$ cat src/rtl/pwrseq_pkg.sv
package pwrseq_pkg;

    typedef enum logic [3:0] {
        PS_G3     = 4'd0,
        PS_G3_S5  = 4'd1,
        PS_S5     = 4'd2,
        PS_S5_S3  = 4'd3,
        PS_S3     = 4'd4,
        PS_S3_S0  = 4'd5,
        PS_S0     = 4'd6,
        PS_S0_S3  = 4'd7,
        PS_S3_S5  = 4'd8,
        PS_S5_G3  = 4'd9,
        PS_S0_IDL = 4'd10,
        PS_IDL    = 4'd11,
        PS_IDL_S0 = 4'd12
    } pstate_e;

    typedef enum logic [1:0] {
        RADIO_OFF  = 2'd0,
        RADIO_SUSP = 2'd1,
        RADIO_ON   = 2'd2
    } radio_e;

    // Synchronized view of the level inputs
    typedef struct packed {
        logic s5_pg;
        logic s0_pg;
        logic slp5_n;
        logic slp3_n;
        logic slp0_n;
        logic intent;
        logic force_off;
        logic power_on;
    } hostin_t;

    typedef struct packed {
        logic startup;
        logic resume;
        logic suspend;
        logic shutdown;
    } evt_t;

    // Starting state chosen from the power-good levels present in reset
    function automatic pstate_e boot_state(input logic s5_pg, input logic s0_pg);
        if (s0_pg)      return PS_S0;
        else if (s5_pg) return PS_S5;
        else            return PS_G3;
    endfunction

    // States counted as "off or on the way to off"
    function automatic logic is_off_state(input pstate_e s);
        return (s == PS_G3) || (s == PS_G3_S5) || (s == PS_S5) ||
               (s == PS_S5_G3) || (s == PS_S3_S5);
    endfunction

    // Rail enable that goes with a given state
    function automatic logic rail_on_in(input pstate_e s);
        return (s != PS_G3) && (s != PS_S5_G3);
    endfunction

endpackage

$ cat src/rtl/pwrseq_sync.sv
module pwrseq_sync #(
    parameter int W      = 8,
    parameter int STAGES = 2
) (
    input  logic         clk,
    input  logic [W-1:0] d,
    output logic [W-1:0] q
);
    // Plain data pipe; no reset so the starting state can be sampled in reset
    logic [W-1:0] pipe [STAGES];

    for (genvar g = 0; g < STAGES; g++) begin : g_stage
        if (g == 0) begin : g_first
            always_ff @(posedge clk) pipe[g] <= d;
        end else begin : g_rest
            always_ff @(posedge clk) pipe[g] <= pipe[g-1];
        end
    end

    assign q = pipe[STAGES-1];
endmodule

$ cat src/rtl/pwrseq_timer.sv
module pwrseq_timer #(
    parameter int LIMIT = 1000
) (
    input  logic clk,
    input  logic rst,
    input  logic run,
    output logic expired
);
    localparam int CW = (LIMIT > 1) ? $clog2(LIMIT) : 1;
    localparam logic [CW-1:0] LAST = CW'(LIMIT - 1);

    logic [CW-1:0] cnt_q;

    always_ff @(posedge clk) begin
        if (rst || !run)
            cnt_q <= '0;
        else if (cnt_q != LAST)
            cnt_q <= cnt_q + 1'b1;
    end

    assign expired = run && (cnt_q == LAST);


    cnt_never_over_chk: assert property (@(posedge clk) disable iff (rst)
        cnt_q <= LAST)
        else $error("wait counter beyond limit");


    cnt_clears_idle_chk: assert property (@(posedge clk) disable iff (rst)
        !run |=> (cnt_q == '0))
        else $error("wait counter not cleared outside wait");
endmodule

$ cat src/rtl/pwrseq_fsm.sv
module pwrseq_fsm
    import pwrseq_pkg::*;
#(
    parameter bit IDLE_EN = 1'b1
) (
    input  logic    clk,
    input  logic    rst,
    input  hostin_t in_s,
    input  logic    wait_expired,
    output pstate_e state,
    output logic    rail_en,
    output logic    button,
    output radio_e  radio,
    output logic    deep_ok,
    output evt_t    evt
);
    pstate_e st_q, st_d;
    logic    rail_q, btn_q, deep_q;
    radio_e  radio_q;
    logic    idle_entry;

    if (IDLE_EN) begin : g_idle
        assign idle_entry = in_s.intent && !in_s.slp0_n;
    end else begin : g_no_idle
        assign idle_entry = 1'b0;
    end

    always_comb begin
        st_d = st_q;
        unique case (st_q)
            PS_G3:     if (in_s.power_on) st_d = PS_G3_S5;
            PS_G3_S5: begin
                if (in_s.s5_pg)        st_d = PS_S5;
                else if (wait_expired) st_d = PS_G3;
            end
            PS_S5: begin
                if (!in_s.s5_pg)     st_d = PS_S5_G3;
                else if (in_s.slp5_n) st_d = PS_S5_S3;
            end
            PS_S5_S3:  st_d = in_s.s5_pg ? PS_S3 : PS_S5_G3;
            PS_S3: begin
                if (!in_s.s5_pg)      st_d = PS_S5_G3;
                else if (in_s.slp3_n)  st_d = PS_S3_S0;
                else if (!in_s.slp5_n) st_d = PS_S3_S5;
            end
            PS_S3_S0:  st_d = in_s.s5_pg ? PS_S0 : PS_S5_G3;
            PS_S0: begin
                if (!in_s.s5_pg)      st_d = PS_S5_G3;
                else if (idle_entry)   st_d = PS_S0_IDL;
                else if (!in_s.slp3_n) st_d = PS_S0_S3;
            end
            PS_S0_S3:  st_d = PS_S3;
            PS_S3_S5:  st_d = PS_S5;
            PS_S5_G3:  st_d = PS_G3;
            PS_S0_IDL: st_d = PS_IDL;
            PS_IDL: begin
                if (in_s.slp0_n && in_s.slp3_n) st_d = PS_IDL_S0;
                else if (!in_s.s5_pg)          st_d = PS_S0;
            end
            PS_IDL_S0: st_d = PS_S0;
            default:   st_d = PS_G3;
        endcase
    end

    always_ff @(posedge clk) begin
        if (rst) begin
            st_q    <= boot_state(in_s.s5_pg, in_s.s0_pg);
            rail_q  <= rail_on_in(boot_state(in_s.s5_pg, in_s.s0_pg));
            radio_q <= in_s.s0_pg ? RADIO_ON : RADIO_OFF;
            deep_q  <= !in_s.s0_pg;
            btn_q   <= 1'b0;
        end else begin
            st_q   <= st_d;
            rail_q <= rail_on_in(st_d);
            unique case (st_q)
                PS_S3_S0:  begin radio_q <= RADIO_ON;   deep_q <= 1'b0; end
                PS_S0_S3:  begin radio_q <= RADIO_SUSP; deep_q <= 1'b1; end
                PS_S3_S5:  radio_q <= RADIO_OFF;
                PS_S0_IDL: deep_q <= 1'b1;
                PS_IDL_S0: deep_q <= 1'b0;
                default: ;
            endcase
            if (st_q == PS_S5)
                btn_q <= 1'b0;
            else if (in_s.force_off && !is_off_state(st_q))
                btn_q <= 1'b1;
        end
    end

    assign state        = st_q;
    assign rail_en      = rail_q;
    assign button       = btn_q;
    assign radio        = radio_q;
    assign deep_ok      = deep_q;
    assign evt.startup  = (st_q == PS_S5_S3);
    assign evt.resume   = (st_q == PS_S3_S0);
    assign evt.suspend  = (st_q == PS_S0_S3);
    assign evt.shutdown = (st_q == PS_S3_S5);


    evt_onehot_chk: assert property (@(posedge clk) disable iff (rst)
        $onehot0(evt))
        else $error("more than one event pulse");


    resume_single_chk: assert property (@(posedge clk) disable iff (rst)
        evt.resume |=> !evt.resume)
        else $error("resume pulse longer than a cycle");


    resume_modes_chk: assert property (@(posedge clk) disable iff (rst)
        (st_q == PS_S3_S0) && in_s.s5_pg |=> (radio_q == RADIO_ON) && !deep_q)
        else $error("resume did not set radio on / clear deep sleep");


    suspend_modes_chk: assert property (@(posedge clk) disable iff (rst)
        (st_q == PS_S0_S3) |=> (radio_q == RADIO_SUSP) && deep_q)
        else $error("suspend did not set radio/deep sleep");


    idle_deep_chk: assert property (@(posedge clk) disable iff (rst)
        (st_q == PS_IDL) |-> deep_q)
        else $error("deep sleep not allowed in idle");


    off_path_rail_chk: assert property (@(posedge clk) disable iff (rst)
        (st_q == PS_S5_G3) |=> !rail_q && (st_q == PS_G3))
        else $error("off path did not drop the rail");


    s3_pg_first_chk: assert property (@(posedge clk) disable iff (rst)
        (st_q == PS_S3) && !in_s.s5_pg |=> (st_q == PS_S5_G3))
        else $error("power loss did not win in suspend");


    button_release_chk: assert property (@(posedge clk) disable iff (rst)
        (st_q == PS_S5) |=> !btn_q)
        else $error("button still pressed after soft off");


    button_only_on_chk: assert property (@(posedge clk) disable iff (rst)
        $rose(btn_q) |-> !is_off_state($past(st_q)))
        else $error("button pressed while already off");
endmodule

$ cat src/rtl/host_power_sequencer.sv
module host_power_sequencer
    import pwrseq_pkg::*;
#(
    parameter int TIMEOUT_CYCLES = 1000,
    parameter int SYNC_STAGES    = 2,
    parameter bit IDLE_EN        = 1'b1
) (
    input  logic       clk,
    input  logic       rst,
    input  logic       s5_pgood,
    input  logic       s0_pgood,
    input  logic       host_slp5_n,
    input  logic       host_slp3_n,
    input  logic       host_slp0_n,
    input  logic       idle_intent,
    input  logic       force_off_req,
    input  logic       power_on_req,
    output logic       rail_en,
    output logic       host_button,
    output logic [1:0] radio_mode,
    output logic       deep_sleep_ok,
    output logic       evt_startup,
    output logic       evt_resume,
    output logic       evt_suspend,
    output logic       evt_shutdown
);
    localparam int IN_W = $bits(hostin_t);

    hostin_t          raw_in, syn_in;
    logic [IN_W-1:0]  syn_vec;
    pstate_e          state;
    logic             wait_expired;
    radio_e           radio;
    evt_t             evt;

    always_comb begin
        raw_in.s5_pg     = s5_pgood;
        raw_in.s0_pg     = s0_pgood;
        raw_in.slp5_n    = host_slp5_n;
        raw_in.slp3_n    = host_slp3_n;
        raw_in.slp0_n    = host_slp0_n;
        raw_in.intent    = idle_intent;
        raw_in.force_off = force_off_req;
        raw_in.power_on  = power_on_req;
    end

    pwrseq_sync #(.W(IN_W), .STAGES(SYNC_STAGES)) u_sync (
        .clk (clk),
        .d   (raw_in),
        .q   (syn_vec)
    );

    assign syn_in = hostin_t'(syn_vec);

    pwrseq_timer #(.LIMIT(TIMEOUT_CYCLES)) u_wait (
        .clk     (clk),
        .rst     (rst),
        .run     (state == PS_G3_S5),
        .expired (wait_expired)
    );

    pwrseq_fsm #(.IDLE_EN(IDLE_EN)) u_fsm (
        .clk          (clk),
        .rst          (rst),
        .in_s         (syn_in),
        .wait_expired (wait_expired),
        .state        (state),
        .rail_en      (rail_en),
        .button       (host_button),
        .radio        (radio),
        .deep_ok      (deep_sleep_ok),
        .evt          (evt)
    );

    assign radio_mode   = radio;
    assign evt_startup  = evt.startup;
    assign evt_resume   = evt.resume;
    assign evt_suspend  = evt.suspend;
    assign evt_shutdown = evt.shutdown;
endmodule

$ cat config.mk
export PLATFORM = sky130hd
export DESIGN_NAME = host_power_sequencer
export DESIGN_NICKNAME = d
export VERILOG_FILES = /design/src/rtl/pwrseq_pkg.sv /design/src/rtl/pwrseq_sync.sv /design/src/rtl/pwrseq_timer.sv /design/src/rtl/pwrseq_fsm.sv /design/src/rtl/host_power_sequencer.sv
export SDC_FILE = /design/constraint.sdc
export NUM_CORES = 1
export LEC_CHECK = 0
export ABC_AREA = 1
export BUFFER_PORTS_ARGS = -buffer_cell sky130_fd_sc_hd__buf_2
export CAP_MARGIN = 20
export CORE_MARGIN = 4
export CORE_UTILIZATION = 46
export CTS_BUF_LIST = sky130_fd_sc_hd__clkbuf_8 sky130_fd_sc_hd__clkbuf_16
export DETAILED_ROUTE_END_ITERATION = 6
export PLACE_DENSITY = 0.68
export SYNTH_ARGS = -nofsm -noshare
export SYNTH_HDL_FRONTEND = slang
export SYNTH_SLANG_ARGS = --single-unit
$ cat constraint.sdc
create_clock -name clk -period 1.3 [get_ports clk]
set_clock_uncertainty 0.1 [all_clocks]
set_input_delay 0.39 -clock clk [delete_from_list [all_inputs] [get_ports clk]]
set_output_delay 0.39 -clock clk [all_outputs]
set_load 0.02 [all_outputs]
# Word-level counts from Yosys, hierarchy flattened
# Memory sizes are Yosys's and may differ from the RTL's.
# Index checks and enable logic that the tools add are counted.
# word_totals
wordCells,73
ff_bits,19
out_inout_bits,9
input_bits,10
memories,1
ramBits,16
# op_classes
n_reduce_logical,23
add_sub_neg,1
muxes,26
n_eq_ne,16
# mem_list
name,words,word_bits,rd,rd_clocked_by_memory_dff,write_ports,line_no,rtl
u_sync.pipe,2,8,2,0,2,pwrseq_sync.sv:10,logic [W-1:0] pipe [STAGES];
# op_table
op,count
two-way mux 4 bit,18
one-hot mux 4 bit (12 select lines),1
equality test 4 bit (second input constant),5
equality test 4 x 3 -> 1 bit (second input constant),4
nonzero test 4 bit,3
adder 10 x 1 -> 10 bit (second input constant),1
equality test 10 bit (second input constant),1
inequality test 10 bit (second input constant),1
equality test 4 x 2 -> 1 bit (second input constant),2
inequality test 4 bit (second input constant),2
logical AND 1 bit,6
two-way mux 2 bit,3
one-hot mux 2 bit (3 select lines),1
OR reduction 2 bit,3
logical OR 1 bit,5
equality test 4 x 1 -> 1 bit (second input constant),1
logical NOT 1 bit,4
logical NOT 4 bit,1
nonzero test 3 bit,1
two-way mux 1 bit,2
one-hot mux 1 bit (2 select lines),1

# Depth between registers and ports, before layout
# An unclocked memory read counts as a cell.
# depth
ltp_word,9
depth_mapped,12
depth_no_buf,12

# Cells and area by module
# Synthesis repeated with hierarchy kept, for this count alone.
# hier_totals
hier_cells,260
area_unflattened_um2,1815.5
# by_module_without_submodules
module,n_inst,seq_area_each_um2,cells_per_inst,area_per_inst_um2
pwrseq_fsm,1,210.2,142,827.0
pwrseq_timer,1,200.2,88,585.6
pwrseq_sync,1,320.3,24,380.4
host_power_sequencer,1,0.0,6,22.5

# Worst setup path after synthesis
# Ideal clock, no wire load.
# synth_timing
path_type,flip-flop to flip-flop
start,"register u_fsm.st_q[0], in the netlist u_fsm.state[0]"
end,"register u_fsm.rail_q, in the netlist u_fsm.rail_en"
stages_incl_launch_ff,11
period_less_slack_ns,1.505
setup_ns,0.059
path_buffers,0
arrival_ns,1.346
path_slack_ns,-0.205
required_time_ns,1.141
path_cell_list,dfxtp_1 nand2_1 nor2_1 nor2_1 nand3_1 nand2_1 nand2_1 nor2_1 nand3_1 nand2_1 nand2_1
# synth_between
elab_cells_between_ends,31
classes_between,12 x eq/ne; 15 x mux; 4 x reduce/logical
# synth_rtl
element,line_no,rtl
from (decl),pwrseq_fsm.sv:17,"pstate_e st_q, st_d;"
from (signal assigned),pwrseq_fsm.sv:67,"st_q <= boot_state(in_s.s5_pg, in_s.s0_pg);"
from (signal assigned),pwrseq_fsm.sv:73,st_q <= st_d;
equality test 4 x 2 -> 1 bit (*),--,
named net evt_startup,host_power_sequencer.sv:22,"output logic evt_startup,"
one-hot mux 4 bit (12 select lines) (*),pwrseq_fsm.sv:30,unique case (st_q)
inequality test 4 bit / nonzero test 4 bit (equally long branches),pwrseq_pkg.sv:59,return (s != PS_G3) && (s != PS_S5_G3);
logical AND 1 bit (*),pwrseq_pkg.sv:59,
two-way mux 1 bit (*),pwrseq_fsm.sv:66,if (rst) begin
to (signal assigned),pwrseq_fsm.sv:68,"rail_q <= rail_on_in(boot_state(in_s.s5_pg, in_s.s0_pg));"
to (signal assigned),pwrseq_fsm.sv:74,rail_q <= rail_on_in(st_d);
to (decl),pwrseq_fsm.sv:18,"logic rail_q, btn_q, deep_q;"
# The timed path passes the listed nets; every way through them passes the cells marked *.
# A chain may end at the register's enable or synchronous reset.

# Worst setup path in the final report
# layout_timing
start,"register u_fsm.st_q[0], in the netlist u_fsm.state[0]"
end,output port evt_shutdown
# layout_between
elab_chain_len,1
# layout_rtl
element,line_no,rtl
equality test 4 bit,pwrseq_fsm.sv:98,assign evt.shutdown = (st_q == PS_S3_S5);
to (decl),host_power_sequencer.sv:25,output logic evt_shutdown
# Every way passes these cells.

==> out/results.tsv <==
stage	metric	value	unit
global_route	grt_first_pass_wirelength	6330	um
worst_setup_path	crit_top_cell	buf_6	
global_route	grt-ovfl-total	0	
power	p_sw_share	36.9	%
worst_setup_path	cpMaxStageDelayCell	dfxtp_4	
finish	area_growth	57.5	%
global_route	globalRouteTotalUtil	19.3	%
logic_synthesis	synth_area_leaders	dfxtp_1 41%, nand2_1 15%, nand3_1 8.8%, nor2_1 6.8%, edfxtp_1 5.8%	
power	comb_power_share	39.9	%
run	cap_viol_max_count	0	
routing	initialDrtViolationCount	63	
routing	wire_per_inst	13.3	um
worst_setup_path	worst_ep_required_time	0.81	ns
outcome	status	complete, but fails checks	
floorplanning	start_util	49.4	%
logic_synthesis	yosysUniqueCellTypes	25	
clock_network	cts_tree	yes	
clock_network	clock_latency	0.29	ns
logic_synthesis	synth_fp_nets	227	
finish	fin_area	2430	um2
clock_network	htreeDepth	2	
clock_network	clockRootBuffer	clkbuf_8	
routing	drc_errors	0	
power	p_per_area	1430	nW/um2
logic_synthesis	synth_cells	216	
finish	num_antenna_cells	0	
worst_hold_path	hold_class	in -> reg	
worst_setup_path	cp_max_fo	5	
place	place_area	1920	um2
worst_setup_path	arrival	1.14	ns
power	power	3.48	mW
floorplanning	die_w	65.9	um
global_route	grt_pass1_vias	1439	
worst_setup_path	critPathCaptureType	primary output	
floorplanning	rows	20	
finish	final_cell_mix	46 x nand2_1, 31 x buf_4, 24 x dfxtp_1	
clock_network	cts_buffers	5	
power	p_int	2.20	mW
logic_synthesis	synth_warnings	0	
routing	vias_per_cell	5.12	
place	io_buffers	18	
logic_synthesis	synth_top_cell_by_area	dfxtp_1	
timing	rsz0062_at_grt	yes	
timing	timing.final.crit_share	126	%
power	p_leak	1.11	nW
finish	final_common_cell	nand2_1	
worst_setup_path	worstSetupStartpoint	u_fsm.state[0]	
routing	ant_nets	0	
timing	period_minus_slack	1.63	ns
floorplanning	pin_count	19	
worst_setup_path	crit_end	evt_shutdown	
finish	fin_nets	291	
timing	setup_viol	24	
worst_setup_path	r2r_end	u_fsm.rail_en	
routing	drt_pre_antenna_iters	4	
power	p_switching	1.28	mW
clock_network	clk_pin_slew	0.08	ns
place	gp_congestion	0.960	
timing	finalSetupTns	-3.85	ns
power	clkPwrFrac	22.4	%
place	dp_cells	302	
finish	drive_gt1_share	48.4	%
power	pwr-share-seq	37.7	%
outcome	violations	setup timing	
clock_network	cts.sinks	35	
timing	finalHoldViolations	0	
timing	max_slew_margin	83.8	%
power	peakVddDrop	0.852	mV
worst_setup_path	slowest_delay	0.39	ns
clock_network	clock_path_buffers	2	
worst_setup_path	r2r_cells	13	
clock_network	postCtsHoldBufs	0	
timing	finalMaxSlewViolations	0	
logic_synthesis	synth_area	1540	um2
worst_setup_path	rrSetupSlack	-0.30	ns
logic_synthesis	seq_area_frac_synth	47.3	%
timing	tightestPinTransition	0.243	ns
logic_synthesis	syn_area_per_cell	7.15	um2
worst_setup_path	start_kind	flip-flop	
global_route	antenna_found_initial	0	
place	hpwl	2600	um
worst_setup_path	r2r_start	u_fsm.state[0]	
global_route	grt_max_degree	13	
worst_setup_path	cp_cell_sequence	inv_4, nand2_4, buf_6, nor2_4, buf_6	
logic_synthesis	synth_seq_cells	35	
timing	setup_ws	-0.334	ns
worst_setup_path	critPathKind	reg -> out	
timing	fmax	612	MHz
finish	layoutNonFillerInstCount	325	
routing	route.vias.total	1664	
floorplanning	core_area	3130	um2
floorplanning	dieArea	4350	um2
logic_synthesis	yosys.area.top_type_share	41.5	%
routing	routed_wl	4340	um
floorplanning	die_height	65.9	um
-- stage by stage --
step                setup slack, ns  hold WS (ns)  utilization [%]
floorplan                    -0.107         0.210                -
global placement             -0.267         0.211             61.2
detailed placement           -0.269         0.212             61.2
CTS                          -0.287        0.0947             71.0
global route                 -0.419        0.0851             77.7
finish                       -0.334        0.0975             77.7
-- sequential cells by signal, indices dropped and copies added, names as in the netlist --
signal,cells
u_fsm.radio,2
u_fsm.deep_ok,1
u_fsm.button,1
u_fsm.state,4
u_fsm.rail_en,1
u_sync.pipe,16
u_wait.cnt_q,10
-- synth_stat cells --
library cell   n
a21oi_1       12
a21oi_2        1
a31oi_1        1
and2_1         1
buf_2          1
buf_6          1
dfxtp_1       32
edfxtp_1       3
ha_1           1
inv_1         23
inv_2          2
nand2_1       60
nand2_2        2
nand3_1       27
nand3b_1       1
nand4_1        1
nor2_1        28
nor2_2         4
o211a_1        1
o21ai_0        8
o221ai_1       1
o22ai_1        1
or2_0          1
or2_2          2
xnor2_1        1
-- worst max-delay path: cells and delay by family, from the launching register on --
kind	cells	cell delay [ns]
AND/OR/NAND/NOR	2	0.15
flip-flops	1	0.39
buffers and inverters	3	0.31
-- power by group through the flow --
| stage | Clock [mW] | Sequential (mW) | Combinational, mW |
|---|---|---|---|
| detailed placement | 0 | 1.30 | 0.924 |
| finish | 0.780 | 1.31 | 1.39 |
| global route | 0.852 | 1.32 | 1.50 |
| floorplan | 0 | 1.31 | 0.554 |
| CTS | 0.789 | 1.30 | 1.16 |
| global placement | 0 | 1.30 | 0.922 |
-- timing repair --
action | CTS | global route
pin swaps | 7 | 21
gates resized for setup | 39 | 55
setup endpoints to repair | 23 | 29
cloned | 0 | 0
buffers inserted | 12 | 4
-- cell type report --
class                           count  area, um2
Multi-Input combinational cell    154        956
Sequential cell                    35        756
Fill cell                         214        697
Timing Repair Buffer               59        467
Inverter                           25        109
Clock buffer                        5       68.8
Tap cell                           44       55.1
Clock inverter                      3       20.0
-- how the worst min path moves through the flow --
stage / start / endpoint / cells after the start
floorplan: u_sync.pipe[0][2] / u_sync.pipe[0][10] / 0
global placement: u_sync.pipe[0][1] / u_sync.pipe[0][9] / 0
detailed placement: u_sync.pipe[0][4] / u_sync.pipe[0][12] / 0
CTS: host_slp3_n / u_sync.pipe[0][4] / 1
global route: s5_pgood / u_sync.pipe[0][7] / 1
finish: host_slp0_n / u_sync.pipe[0][3] / 1
-- logic make-up (layout without fill, tap and decap cells) --
kind of cell             count (synthesis)  in the layout  share of synthesized area, %
AO/OA/AOI/OAI                           25             25                          9.08
XOR/XNOR                                 1              1                         0.567
adder cells (fa/ha/maj)                  1              1                         0.810
buffers and inverters                   27             92                          7.13
flip-flops                              35             35                          47.3
AND/OR/NAND/NOR                        127            127                          35.1
-- per-layer routing --
layer	vias to the layer above	part of all wire [%]	global-route usage, %
met5	-	0	0
met4	0	2.8	7.61
met3	12	6.0	5.27
met2	60	50	32.7
met1	772	41	22.9
li1	820	-	-
No activity file was read; power rests on OpenSTA's default activity.
